===== config.mk =====
export PLATFORM = sky130hd
export DESIGN_NAME = sync_supervisor
export DESIGN_NICKNAME = d
export VERILOG_FILES = /design/src/rtl/sync_sup_pkg.sv /design/src/rtl/age_watchdog.sv /design/src/rtl/pps_presence.sv /design/src/rtl/offset_folder.sv /design/src/rtl/sync_supervisor.sv
export SDC_FILE = /design/constraint.sdc
export NUM_CORES = 1
export LEC_CHECK = 0
export BUFFER_PORTS_ARGS = -buffer_cell sky130_fd_sc_hd__clkbuf_2
export CORE_ASPECT_RATIO = 0.8
export CORE_MARGIN = 1
export CORE_UTILIZATION = 34
export CTS_BUF_LIST = sky130_fd_sc_hd__clkbuf_4
export CTS_CLUSTER_SIZE = 8
export DETAILED_ROUTE_END_ITERATION = 10
export SLEW_MARGIN = 20
export SYNTH_ARGS = -nofsm -noshare
export SYNTH_HDL_FRONTEND = slang
export SYNTH_SLANG_ARGS = --single-unit

===== constraint.sdc =====
create_clock -name clk -period 5.9 [get_ports clk]
set_input_delay 1.18 -clock clk [delete_from_list [all_inputs] [get_ports clk]]
set_output_delay 1.18 -clock clk [all_outputs]
set_load 0.02 [all_outputs]

===== src/rtl/sync_sup_pkg.sv =====
package sync_sup_pkg;
  typedef enum logic [1:0] {
    LEAP_NONE   = 2'b00,
    LEAP_ADD    = 2'b01,
    LEAP_DEL    = 2'b10,
    LEAP_UNSYNC = 2'b11
  } leap_e;
endpackage


===== src/rtl/age_watchdog.sv =====
module age_watchdog
  import sync_sup_pkg::*;
#(
  parameter int AGE_W     = 16,
  parameter int AGE_STEP  = 4,
  parameter int AGE_LIMIT = 21600
) (
  input  logic  clk,
  input  logic  rst,
  input  logic  tick,
  input  logic  sync_upd,
  input  leap_e sync_leap,
  output leap_e leap_q
);
  localparam int SUM_W = AGE_W + 1;
  localparam logic [SUM_W-1:0] STEP_V  = SUM_W'(AGE_STEP);
  localparam logic [SUM_W-1:0] LIMIT_V = SUM_W'(AGE_LIMIT);

  logic [AGE_W-1:0] age_q;
  logic [SUM_W-1:0] age_sum;
  logic             at_limit;

  // widened add so an overshoot past the limit is seen before it can wrap
  assign age_sum  = {1'b0, age_q} + STEP_V;
  assign at_limit = (age_sum >= LIMIT_V);

  always_ff @(posedge clk) begin
    if (rst) begin
      age_q  <= '0;
      leap_q <= LEAP_UNSYNC;
    end else if (sync_upd) begin
      age_q  <= '0;
      leap_q <= sync_leap;
    end else if (tick) begin
      if (at_limit) begin
        age_q  <= LIMIT_V[AGE_W-1:0];
        leap_q <= LEAP_UNSYNC;
      end else begin
        age_q  <= age_sum[AGE_W-1:0];
      end
    end
  end
endmodule


===== src/rtl/pps_presence.sv =====
module pps_presence #(
  parameter int CNT_W      = 8,
  parameter int PPS_STEP   = 4,
  parameter int PPS_RELOAD = 120
) (
  input  logic clk,
  input  logic rst,
  input  logic tick,
  input  logic pulse,
  output logic valid_q
);
  localparam logic signed [CNT_W-1:0] STEP_V   = CNT_W'(PPS_STEP);
  localparam logic signed [CNT_W-1:0] RELOAD_V = CNT_W'(PPS_RELOAD);
  localparam logic signed [CNT_W-1:0] ZERO_V   = '0;

  logic signed [CNT_W-1:0] cnt_q;
  logic signed [CNT_W-1:0] cnt_next;

  always_comb begin
    cnt_next = cnt_q;
    if (pulse) begin
      cnt_next = RELOAD_V;
    end else if (tick && (cnt_q > ZERO_V)) begin
      cnt_next = cnt_q - STEP_V;
    end
  end

  always_ff @(posedge clk) begin
    if (rst) begin
      cnt_q   <= ZERO_V;
      valid_q <= 1'b0;
    end else begin
      cnt_q   <= cnt_next;
      valid_q <= (cnt_next > ZERO_V);
    end
  end
endmodule


===== src/rtl/offset_folder.sv =====
module offset_folder #(
  parameter int OFS_W     = 32,
  parameter int FOLD_AT   = 500,
  parameter int FOLD_SPAN = 1000
) (
  input  logic                    clk,
  input  logic                    rst,
  input  logic                    load,
  input  logic signed [OFS_W-1:0] ofs_in,
  output logic signed [OFS_W-1:0] adj_q
);
  localparam logic signed [OFS_W-1:0] AT_V   = OFS_W'(FOLD_AT);
  localparam logic signed [OFS_W-1:0] SPAN_V = OFS_W'(FOLD_SPAN);

  logic signed [OFS_W-1:0] folded;

  assign folded = (ofs_in >= AT_V) ? (ofs_in - SPAN_V) : ofs_in;

  always_ff @(posedge clk) begin
    if (rst) begin
      adj_q <= '0;
    end else if (load) begin
      adj_q <= folded;
    end
  end
endmodule


===== src/rtl/sync_supervisor.sv =====
module sync_supervisor
  import sync_sup_pkg::*;
#(
  parameter int AGE_W      = 16,
  parameter int AGE_STEP   = 4,
  parameter int AGE_LIMIT  = 21600,
  parameter int PPS_W      = 8,
  parameter int PPS_STEP   = 4,
  parameter int PPS_RELOAD = 120,
  parameter int OFS_W      = 32,
  parameter int FOLD_AT    = 500,
  parameter int FOLD_SPAN  = 1000
) (
  input  logic                    clk,
  input  logic                    rst,
  input  logic                    adj_tick,
  input  logic                    pps_pulse,
  input  logic signed [OFS_W-1:0] pps_offset,
  input  logic                    sync_upd,
  input  logic [1:0]              sync_leap,
  output logic [1:0]              leap_o,
  output logic                    pps_valid_o,
  output logic signed [OFS_W-1:0] pps_adj_o
);
  leap_e leap_q;

  age_watchdog #(
    .AGE_W    (AGE_W),
    .AGE_STEP (AGE_STEP),
    .AGE_LIMIT(AGE_LIMIT)
  ) u_age (
    .clk      (clk),
    .rst      (rst),
    .tick     (adj_tick),
    .sync_upd (sync_upd),
    .sync_leap(leap_e'(sync_leap)),
    .leap_q   (leap_q)
  );

  pps_presence #(
    .CNT_W     (PPS_W),
    .PPS_STEP  (PPS_STEP),
    .PPS_RELOAD(PPS_RELOAD)
  ) u_presence (
    .clk    (clk),
    .rst    (rst),
    .tick   (adj_tick),
    .pulse  (pps_pulse),
    .valid_q(pps_valid_o)
  );

  offset_folder #(
    .OFS_W    (OFS_W),
    .FOLD_AT  (FOLD_AT),
    .FOLD_SPAN(FOLD_SPAN)
  ) u_fold (
    .clk   (clk),
    .rst   (rst),
    .load  (pps_pulse),
    .ofs_in(pps_offset),
    .adj_q (pps_adj_o)
  );

  assign leap_o = leap_q;
endmodule


==> impl_metrics.py <==
metrics = {
    "run_status": {
        "status": "complete, no violations",
    },
    "worst_hold_path": {
        "hold_class": "register to register",
    },
    "worst_setup_path": {
        "slowest_delay_ns": 0.56,
        "end_kind": "register",
        "slowest_stage": "or4_4",
        "crit_family": "simple AND/OR/NAND/NOR gates",
        "cp-start-kind": "primary input",
        "crit_required_ns": 6.19,
        "path_cells": "clkbuf_2 -> or4_4 -> or3_4 -> o311ai_4 -> or2_1 -> nor3_2 -> xnor2_1 -> a211oi_1",
        "critPathMaxFanout": 7,
        "cp_num_buf_inv": 1,
        "criticalPathCategory": "primary input to register",
        "arrival_ns": 3.40,
    },
    "power_and_ir_drop": {
        "p_sw_uw": 252.1,
        "combPwrFrac": 0.170,
        "internal_power_uw": 600.0,
        "leakagePower_uw": 0.001458,
        "peakVddDrop_v": 0.00009610,
        "pwr-share-seq": 0.491,
        "clock_power_share": 0.339,
        "switching_share": 0.2958,
        "power_per_cell_area_nw_per_um2": 216.2,
        "total_power_uw": 852.1,
    },
    "detailed_routing": {
        "dr_total_vias": 3211,
        "drc": 0,
        "ant_nets": 0,
        "viasPerCell": 5.264,
        "detail_route.first_pass.iterations": 4,
        "wire_per_inst_um": 13.74,
        "wl_um": 8384,
        "drtIter0Drc": 171,
    },
    "place": {
        "place.gp.congestion": 0.7939,
        "io_buffers": 73,
        "placed_cells": 594,
        "hpwl_um": 5880,
        "pre_cts_ws_ns": 2.401,
    },
    "cts": {
        "cts_resized": 0,
        "hold_buffers": 0,
        "cts.clk_slew.worst_paths_ns": 0.10,
        "post_cts_buffers": 0,
        "cts_buffers": 9,
        "htreeDepth": 3,
        "clkLatencyLatePin_ns": 0.39,
        "cts_root_buf": "clkbuf_4",
        "clk_path_buf_depth": 2,
        "tritoncts": "yes",
        "cts_sinks": 57,
    },
    "timing": {
        "hold_viol": 0,
        "fmax_ghz": 0.3222,
        "tightest_slew_ns": 1.025,
        "rsz0062_at_grt": "no",
        "maxSlewViolCount": 0,
        "finalClockSkew_ns": 0.008187,
        "finalSetupViolCount": 0,
        "timing.final.crit_share": 0.5261,
        "min_period_ns": 3.104,
        "relSlewSlack": 0.3165,
        "setup_ws_ns": 2.796,
        "setup_tns_ns": 0,
    },
    "layout": {
        "mostFrequentLayoutCell": "clkbuf_2",
        "drive_gt1_frac": 0.2215,
        "antenna_cells": 0,
        "area_growth_pct": 16.80,
        "layout_common_cells": "clkbuf_2 (73), nor2_1 (58), dfxtp_1 (57)",
        "fillers": 1014,
        "nets": 513,
        "final_util": 0.4085,
        "fin_cells": 610,
    },
    "die": {
        "io_pins": 74,
        "start_util": 0.3497,
        "die_x_um": 113.4,
        "rows": 32,
        "core_area_um2": 9649,
        "die_area_um2": 10330,
        "die_h_um": 91.11,
    },
    "synth": {
        "ys_ff_latch": 57,
        "synthDistinctLibCells": 63,
        "syn_inst": 411,
        "syn_area_per_cell_um2": 8.210,
        "synth-seq-area-share": 0.3382,
        "mappedNetlistArea_um2": 3374,
        "yosys_warnings": 0,
        "async_flop_share": 0,
        "syn-num-nets": 455,
        "synth_enable_flop_cells": 0,
        "synth_ff_type": "dfxtp_1",
    },
    "global_route": {
        "grt_pass1_wl_um": 14080,
        "grt_max_degree": 72,
        "track_usage": 0.1688,
        "grt_overflow_total": 0,
        "grt_pass1_vias": 2940,
        "antenna_found_initial": 0,
    },
    "run": {
        "max_cap_violations": 0,
    },
}
==> stage by stage <==
step | hold slack (ns) | instance area (um2)
3_5_place_dp | 0.4804 | 3805
4_1_cts | 0.4950 | 3939
5_1_grt | 0.5125 | 3941
2_1_floorplan | 0.4704 | 3374
3_3_place_gp | 0.4724 | 3805
6_report | 0.4889 | 3941
==> Yosys cell counts, drive strengths merged (5+ instances only) <==
| master | n | share of area |
|---|---|---|
| or3 | 8 | 0.016 |
| nor4 | 8 | 0.021 |
| nand2 | 25 | 0.028 |
| and4 | 5 | 0.013 |
| nor3 | 26 | 0.043 |
| a311oi | 8 | 0.026 |
| a21oi | 13 | 0.019 |
| inv | 7 | 0.0078 |
| o21ai | 17 | 0.025 |
| dfxtp | 57 | 0.34 |
| nor2b | 6 | 0.011 |
| nand4 | 5 | 0.0093 |
| nor3b | 6 | 0.013 |
| nand3 | 9 | 0.013 |
| xor2 | 12 | 0.031 |
| and3 | 5 | 0.0093 |
| ha | 5 | 0.019 |
| a211oi | 26 | 0.059 |
| nor2 | 59 | 0.066 |
| xnor2 | 18 | 0.047 |
| clkbuf | 23 | 0.026 |
==> power by group through the flow <==
| stage | Combinational, uW | Clock (uW) | Sequential, uW |
|---|---|---|---|
| 2_1_floorplan | 71.5 | 0 | 447 |
| 3_3_place_gp | 142 | 0 | 427 |
| 3_5_place_dp | 145 | 0 | 428 |
| 4_1_cts | 145 | 300 | 419 |
| 5_1_grt | 161 | 315 | 422 |
| 6_report | 145 | 289 | 419 |
==> flip-flops by register name (all words and copies together), names as in the netlist <==
name	cells
u_age.age_q	14
u_age.leap_q	2
u_presence.valid_q	1
u_fold.adj_q	32
u_presence.cnt_q	8
==> area by class of cell <==
class                      count  area, um2  area share
clock buffer                  12      90.09     0.02286
inverter                       8      30.03    0.007619
sequential                    57       1141      0.2895
tap                          136      170.2     0.04317
clock inverter                 4      43.79     0.01111
multi-input combinational    319       2093      0.5311
timing repair buffer          74      372.9     0.09460
==> cells by family after synthesis <==
kind of cell	synth area share
adders and majority gates	0.01854
muxes	0.01520
AOI/OAI and AO/OA	0.2147
DFF	0.3382
buffers and inverters	0.04227
xor gates and xnor gates	0.07786
and+or+nand+nor	0.2933
==> path summary, 6_finish.rpt <==
kind | end | depth (start not counted) | slack (ns) | start
worst max-delay path | u_fold.adj_q[27] | 8 | 2.80 | pps_offset[18]
worst min register to register | u_fold.adj_q[20] | 2 | 0.49 | u_fold.adj_q[20]
worst min-delay path | u_fold.adj_q[20] | 2 | 0.49 | u_fold.adj_q[20]
worst max register to register | u_age.age_q[9] | 8 | 2.86 | u_age.age_q[2]
==> layer usage <==
metal,GRT usage,up-vias,part of all wire
met2,0.2526,76,0.45
met1,0.2312,1500,0.49
li1,-,1629,-
met3,0.05207,6,0.055
met5,0,-,0
met4,0.04934,0,0.0086
==> worst min-delay path, stage by stage, from the launching register on <==
cell      delay (ns)
dfxtp_1         0.32
nor2_1          0.08
a211oi_1        0.05
Note: power is estimated with default switching activity, not from simulation.
